[src/rtl/lfsr_vtg_pkg.sv]
// Package: shared position type, start state, tap mask and step function
// for the shift-register raster timing generator.
// Assumes a 16-bit maximal-length register with taps on bits 15, 4, 2, 1.
package lfsr_vtg_pkg;

    localparam int POS_W = 16;

    typedef logic [POS_W-1:0] pos_t;

    // State that stands for count zero.
    localparam pos_t POS_SEED = {POS_W{1'b1}};

    // Feedback taps: bits 15, 4, 2 and 1.
    localparam pos_t TAP_MASK = pos_t'(16'h8016);

    // One advance of the position register.
    function automatic pos_t pos_step(input pos_t p);
        return {p[POS_W-2:0], ^(p & TAP_MASK)};
    endfunction

endpackage

[src/rtl/lfsr_axis.sv]
// Module: one position axis held in a shift register.
// It advances when adv is high. It returns to the start state either when
// the current value equals end_val (WRAP_ON_NEXT = 0) or when the stepped
// value would equal end_val (WRAP_ON_NEXT = 1).
// nxt gives the value pos takes at the coming edge.
// Assumes end_val is steady while the axis runs.
module lfsr_axis
    import lfsr_vtg_pkg::*;
#(
    parameter bit WRAP_ON_NEXT = 1'b0
) (
    input  logic clk,
    input  logic rst_n,
    input  logic restart,
    input  logic adv,
    input  pos_t end_val,
    output pos_t pos,
    output pos_t nxt,
    output logic wrap
);

    pos_t stepped;
    logic hit;

    assign stepped = pos_step(pos);

    // Wrap detection, chosen by parameter.
    generate
        if (WRAP_ON_NEXT) begin : g_next
            assign hit = (stepped == end_val);
        end else begin : g_cur
            assign hit = (pos == end_val);
        end
    endgenerate

    assign wrap = adv && hit;

    // Next-state selection for the position.
    always_comb begin
        if (restart)      nxt = POS_SEED;
        else if (wrap)    nxt = POS_SEED;
        else if (adv)     nxt = stepped;
        else              nxt = pos;
    end

    // Position register.
    always_ff @(posedge clk) begin
        if (!rst_n) pos <= POS_SEED;
        else        pos <= nxt;
    end

    // a shift register started from all ones never locks into zero.
    a_r2_never_zero: assert property (@(posedge clk) disable iff (!rst_n)
        pos != '0);

    // an advance without a wrap moves exactly one step.
    a_r2_one_step: assert property (@(posedge clk) disable iff (!rst_n)
        (!restart && adv && !hit) |=> (pos == pos_step($past(pos))));

endmodule

[src/rtl/lfsr_window.sv]
// Module: set/clear flag that marks when an axis position lies inside
// [start, stop). The flag is re-evaluated on every edge where the axis
// updates, from the position it is about to take.
// Priority: a stop match, then a start match, then count zero (clear),
// then hold. A restart evaluates count zero with a cleared hold.
// Assumes start and stop are steady while the axis runs.
module lfsr_window
    import lfsr_vtg_pkg::*;
(
    input  logic clk,
    input  logic rst_n,
    input  logic restart,
    input  logic upd,
    input  pos_t nxt_pos,
    input  pos_t start,
    input  pos_t stop,
    output logic flag
);

    // Flag value for a given coming position and held value.
    function automatic logic judge(input pos_t p, input pos_t s,
                                   input pos_t e, input logic hold);
        if (p == e)             return 1'b0;
        else if (p == s)        return 1'b1;
        else if (p == POS_SEED) return 1'b0;
        else                    return hold;
    endfunction

    // Window flag register.
    always_ff @(posedge clk) begin
        if (!rst_n || restart) flag <= judge(POS_SEED, start, stop, 1'b0);
        else if (upd)          flag <= judge(nxt_pos, start, stop, flag);
    end

    // when start equals stop the window stays empty.
    a_r9_empty_window: assert property (@(posedge clk) disable iff (!rst_n)
        (start == stop && $stable(start)) |=> !flag);

endmodule

[src/rtl/lfsr_vtg.sv]
// Module: raster timing generator built on shift-register positions.
// A horizontal axis advances on every enabled clock. A vertical axis
// advances on each line wrap. Four window flags give the horizontal
// display span, hsync, the vertical display span and vsync. The outputs
// are gated by enable. Lowering enable restarts both axes at count zero.
// Assumes every timing input is already encoded, and steady while enabled.
module lfsr_vtg
    import lfsr_vtg_pkg::*;
(
    input  logic        clk,
    input  logic        rst_n,
    input  logic        enable,
    input  logic [15:0] x_de_start,
    input  logic [15:0] x_de_end,
    input  logic [15:0] y_de_start,
    input  logic [15:0] y_de_end,
    input  logic [15:0] x_end,
    input  logic [15:0] hs_start,
    input  logic [15:0] hs_end,
    input  logic [15:0] y_end,
    input  logic [15:0] vs_start,
    input  logic [15:0] vs_end,
    output logic        hsync,
    output logic        vsync,
    output logic        de,
    output logic        sol,
    output logic        sof
);

    localparam int NWIN   = 4;
    localparam int W_HDE  = 0;
    localparam int W_HS   = 1;
    localparam int W_VDE  = 2;
    localparam int W_VS   = 3;

    logic restart;
    pos_t h_pos, h_nxt, v_pos, v_nxt;
    logic h_wrap, v_wrap;

    pos_t         win_start [NWIN];
    pos_t         win_stop  [NWIN];
    pos_t         win_nxt   [NWIN];
    logic [NWIN-1:0] win_upd;
    logic [NWIN-1:0] win_flag;

    assign restart = !enable;

    // Horizontal axis: wraps after the clock whose count equals x_end.
    lfsr_axis #(.WRAP_ON_NEXT(1'b0)) u_h_axis (
        .clk     (clk),
        .rst_n   (rst_n),
        .restart (restart),
        .adv     (1'b1),
        .end_val (x_end),
        .pos     (h_pos),
        .nxt     (h_nxt),
        .wrap    (h_wrap)
    );

    // Vertical axis: steps on a line wrap, wraps when the step reaches y_end.
    lfsr_axis #(.WRAP_ON_NEXT(1'b1)) u_v_axis (
        .clk     (clk),
        .rst_n   (rst_n),
        .restart (restart),
        .adv     (h_wrap),
        .end_val (y_end),
        .pos     (v_pos),
        .nxt     (v_nxt),
        .wrap    (v_wrap)
    );

    // Route the axis and the bounds of each window.
    always_comb begin
        win_start[W_HDE] = x_de_start; win_stop[W_HDE] = x_de_end;
        win_start[W_HS]  = hs_start;   win_stop[W_HS]  = hs_end;
        win_start[W_VDE] = y_de_start; win_stop[W_VDE] = y_de_end;
        win_start[W_VS]  = vs_start;   win_stop[W_VS]  = vs_end;
        win_nxt[W_HDE] = h_nxt; win_nxt[W_HS] = h_nxt;
        win_nxt[W_VDE] = v_nxt; win_nxt[W_VS] = v_nxt;
        win_upd[W_HDE] = 1'b1;  win_upd[W_HS] = 1'b1;
        win_upd[W_VDE] = h_wrap; win_upd[W_VS] = h_wrap;
    end

    // One flag per window.
    generate
        for (genvar gi = 0; gi < NWIN; gi++) begin : g_win
            lfsr_window u_win (
                .clk     (clk),
                .rst_n   (rst_n),
                .restart (restart),
                .upd     (win_upd[gi]),
                .nxt_pos (win_nxt[gi]),
                .start   (win_start[gi]),
                .stop    (win_stop[gi]),
                .flag    (win_flag[gi])
            );
        end
    endgenerate

    // Output decode, blanked while enable is low.
    always_comb begin
        hsync = enable && win_flag[W_HS];
        vsync = enable && win_flag[W_VS];
        de    = enable && win_flag[W_HDE] && win_flag[W_VDE];
        sol   = enable && (h_pos == POS_SEED);
        sof   = enable && (h_pos == POS_SEED) && (v_pos == POS_SEED);
    end

    // a disabled clock restarts both axes.
    a_r1_restart: assert property (@(posedge clk) disable iff (!rst_n)
        !enable |=> (h_pos == POS_SEED && v_pos == POS_SEED));

    // nothing is driven while blanked.
    a_r1_quiet: assert property (@(posedge clk) disable iff (!rst_n)
        !enable |-> !(hsync || vsync || de || sol || sof));

    // the line ends after the x_end count.
    a_r3_line_wrap: assert property (@(posedge clk) disable iff (!rst_n)
        (enable && h_pos == x_end) |=> (h_pos == POS_SEED));

    // the line count holds except at a line wrap.
    a_r4_row_hold: assert property (@(posedge clk) disable iff (!rst_n)
        (enable && h_pos != x_end) |=> $stable(v_pos));

    // a frame strobe is always also a line strobe.
    a_r8_sof_in_sol: assert property (@(posedge clk) disable iff (!rst_n)
        sof |-> sol);

    // a frame wrap lands on line zero.
    a_r4_frame_wrap: assert property (@(posedge clk) disable iff (!rst_n)
        (enable && v_wrap) |=> (v_pos == POS_SEED));

endmodule

[config.mk]
export PLATFORM = sky130hd
export DESIGN_NAME = lfsr_vtg
export DESIGN_NICKNAME = d
export VERILOG_FILES = /design/src/rtl/lfsr_vtg_pkg.sv /design/src/rtl/lfsr_axis.sv /design/src/rtl/lfsr_window.sv /design/src/rtl/lfsr_vtg.sv
export SDC_FILE = /design/constraint.sdc
export NUM_CORES = 1
export LEC_CHECK = 0
export BUFFER_PORTS_ARGS = -buffer_cell sky130_fd_sc_hd__buf_2
export CORE_UTILIZATION = 25
export DETAILED_ROUTE_END_ITERATION = 8
export HOLD_SLACK_MARGIN = 0.12
export PLACE_DENSITY = 0.43
export REMOVE_ABC_BUFFERS = 1
export SLEW_MARGIN = 15
export SYNTH_ARGS = -nofsm -noshare
export SYNTH_HDL_FRONTEND = slang
export SYNTH_SLANG_ARGS = --single-unit
[constraint.sdc]
create_clock -name clk -period 7.7 [get_ports clk]
set_input_delay 2.31 -clock clk [delete_from_list [all_inputs] [get_ports clk]]
set_output_delay 2.31 -clock clk [all_outputs]
set_load 0.005 [all_outputs]
==> impl_metrics.json <==
{
  "ys_async_sr_fraction_pct": 0,
  "synth.mux.area_fraction_pct": 4.80,
  "status": "finished clean",
  "synthCells": 898,
  "area_growth_syn_to_layout_pct": 18.9,
  "synthXorXnorAreaFrac_pct": 13.8,
  "cts_setup_buffers": 0,
  "worst_slew_pin_slew_ps": 1030,
  "finalNonFillerCells": 1337,
  "cts_tree": "yes",
  "cp_num_buf_inv": 2,
  "synthSimpleGateAreaFrac_pct": 36.7,
  "clk_path_buf_depth": 2,
  "synth_seq_cells": 36,
  "initial_utilization_pct": 25.6,
  "ctsResizeCount": 0,
  "yosys-top-cells-count": "84 x nand2_1, 79 x xor2_1, 61 x nor2_1",
  "met2_usage_pct": 36.3,
  "die_y_um": 160,
  "netlist_top_cells_area": "xor2_1 11%, dfxtp_1 10%, nand2_1 5.0%",
  "yosysSeqAreaShare_pct": 12.2,
  "crit_type": "input pin to output port",
  "skew_ps": 10.0,
  "synth_top_family_by_area": "simple AND/OR/NAND/NOR gates",
  "grt_pass1_vias": 7151,
  "slew-limit-headroom_pct": 31.4,
  "synth_compound_area_share_pct": 24.9,
  "dr.pass1.iters": 5,
  "drt-total-wl_mm": 28.5,
  "dr_total_vias": 7606,
  "syn-cell-area_sq_um": 6260,
  "fmaxAchievable_ghz": 0.178,
  "dieArea_sq_um": 25700,
  "synth_flop_cell": "dfxtp_1",
  "yosysUniqueCellTypes": 79,
  "drc": 0,
  "slew_viol_final": 0,
  "cp_top_family": "simple AND/OR/NAND/NOR gates",
  "core_area_sq_um": 24500,
  "cp_slowest_cell": "buf_2",
  "max_stage_delay_ps": 340,
  "die_w_um": 160,
  "rsz0062_at_grt": "false",
  "io_pins": 168,
  "dpl.hpwl_mm": 21.1,
  "post-synth-top-count-cell": "nand2_1",
  "synthAdderAreaFrac_pct": 0,
  "grt_pass1_wl_mm": 43.1,
  "row_count": 57,
  "fin_nets": 1174,
  "yosysTopAreaCell": "xor2_1",
  "crit_fanout": 12,
  "final-setup-viol-count": 0,
  "antenna_found_initial": 0,
  "gr-usage-met3_pct": 3.12,
  "numCtsBuffers": 5,
  "grt_max_degree": 64,
  "synth_edf_count": 4,
  "avgSynthCellArea_sq_um": 6.97,
  "synth_top_cell_area_share_pct": 11.1,
  "met1_usage_pct": 29.3,
  "ir_drop_mv": 0.0697,
  "leakage_nw": 2.86,
  "p_per_area_nw_per_um2": 84.7,
  "critPathArrivalTime_ps": 3310,
  "busiest_layer": "met2",
  "hold_class": "flop to flop",
  "endpoint_kind": "output port",
  "root_buffer": "clkbuf_16",
  "cts.reportedPaths.clkPinSlew_ps": 60,
  "min_period_ps": 5620,
  "via_per_inst": 5.69,
  "cts_hold_buf": 0,
  "ys_warn_count": 0,
  "grt.overflow.total": 0,
  "routabilityCongestion": 0.857,
  "grt_use_total_pct": 21.6,
  "first_iter_violations": 726,
  "hold_viol": 0,
  "fillerInstances": 2712,
  "crit_chain": "buf_2 -> and3_1 -> and3_1 -> buf_2",
  "port-buffer-count": 167,
  "clkSinkCount": 36,
  "setup_tns_ps": 0,
  "final.period_utilization_pct": 73.0,
  "htreeDepth": 2,
  "drt.antenna.violating_nets": 0,
  "max_cap_violations": 0,
  "wl_per_cell_um": 21.3,
  "insertion_delay_ps": 290,
  "dp.cells": 1328,
  "required_ps": 5390,
  "layout-drive-gt1-share_pct": 21.8,
  "cp-start-kind": "input pin"
}
cell type report:
type                            count  area [sq um]  area share, %
Antenna cell                        1          2.50         0.0336
Clock inverter                      3          46.3          0.622
Clock buffer                        5           125           1.68
Timing Repair Buffer              187           986           13.2
Multi-Input combinational cell    760          5040           67.7
Tap cell                          324           405           5.45
Sequential cell                    36           761           10.2
Inverter                           21          78.8           1.06
state kept, by name, indices dropped and copies added, names as in the netlist:
signal and count:
g_win.u_win.flag 4, u_h_axis.pos 16, u_v_axis.pos 16
stage by stage:
stage / worst slack [ps] / instance area, sq um / hold WS, ps / power [mW] / utilization, %
after detailed placement: 1850 / 7270 / 664 / 0.384 / 29.7
final: 2080 / 7440 / 677 / 0.631 / 30.4
after floorplan: 1000 / 5860 / 538 / 0.278 / -
after CTS: 2080 / 7440 / 672 / 0.634 / 30.4
after global routing: 1940 / 7440 / 714 / 0.661 / 30.4
after global placement: 1840 / 7270 / 662 / 0.385 / 29.7
cell usage in the layout (no fill, tap or decap), types with 31 or more instances in the layout:
cell type  count
buf_2        167
nand2_1       84
xor2_1        79
nor2_1        61
nor4_1        47
a21oi_1       39
nor3_1        39
nand4_1       34
dfxtp_1       32
o21ai_0       31
metal layers:
| metal | wire length [um] | vias up |
|---|---|---|
| met5 | 0 | - |
| met4 | 312 | 0 |
| met3 | 1900 | 30 |
| met2 | 13400 | 327 |
| met1 | 12900 | 3604 |
| li1 | - | 3645 |
final timing paths:
path                         startpoint                       endpoint  slack (ps)  cells after the start
min reg2reg  u_h_axis.pos[7]$_SDFF_PN1_     u_h_axis.pos[8]$_SDFF_PN1_         680                      2
max                              enable                            sof        2080                      4
min          u_h_axis.pos[7]$_SDFF_PN1_     u_h_axis.pos[8]$_SDFF_PN1_         680                      2
max reg2reg  u_h_axis.pos[1]$_SDFF_PN1_  g_win[2].u_win.flag$_DFFE_PP_        3430                      9
worst reg2reg max path, cell delays in order, from the launching register on:
cell and delay (ps):
dfxtp_1 780, xor2_1 210, nor4_4 370, and4_4 790, mux2i_1 730, a21oi_1 150
nor4_1 290, and4_1 220, o2111ai_1 200, a31oi_1 240
kinds of logic (layout without fill, tap and decap cells):
kind of cell    after synthesis  count (layout)
other cells                   0               1
simple gates                411             411
mux                          29              29
xor+xnor                     96              96
flops                        36              36
buf+inv                     102             216
compound gates              224             224
where the power goes:
| part | switching [mW] | total [mW] | internal, mW |
|---|---|---|---|
| Sequential | 0.00315 | 0.194 | 0.191 |
| Combinational | 0.112 | 0.188 | 0.0759 |
| Clock | 0.0943 | 0.248 | 0.154 |
| Total | 0.210 | 0.631 | 0.421 |
No activity file was read; power rests on OpenSTA's default activity.
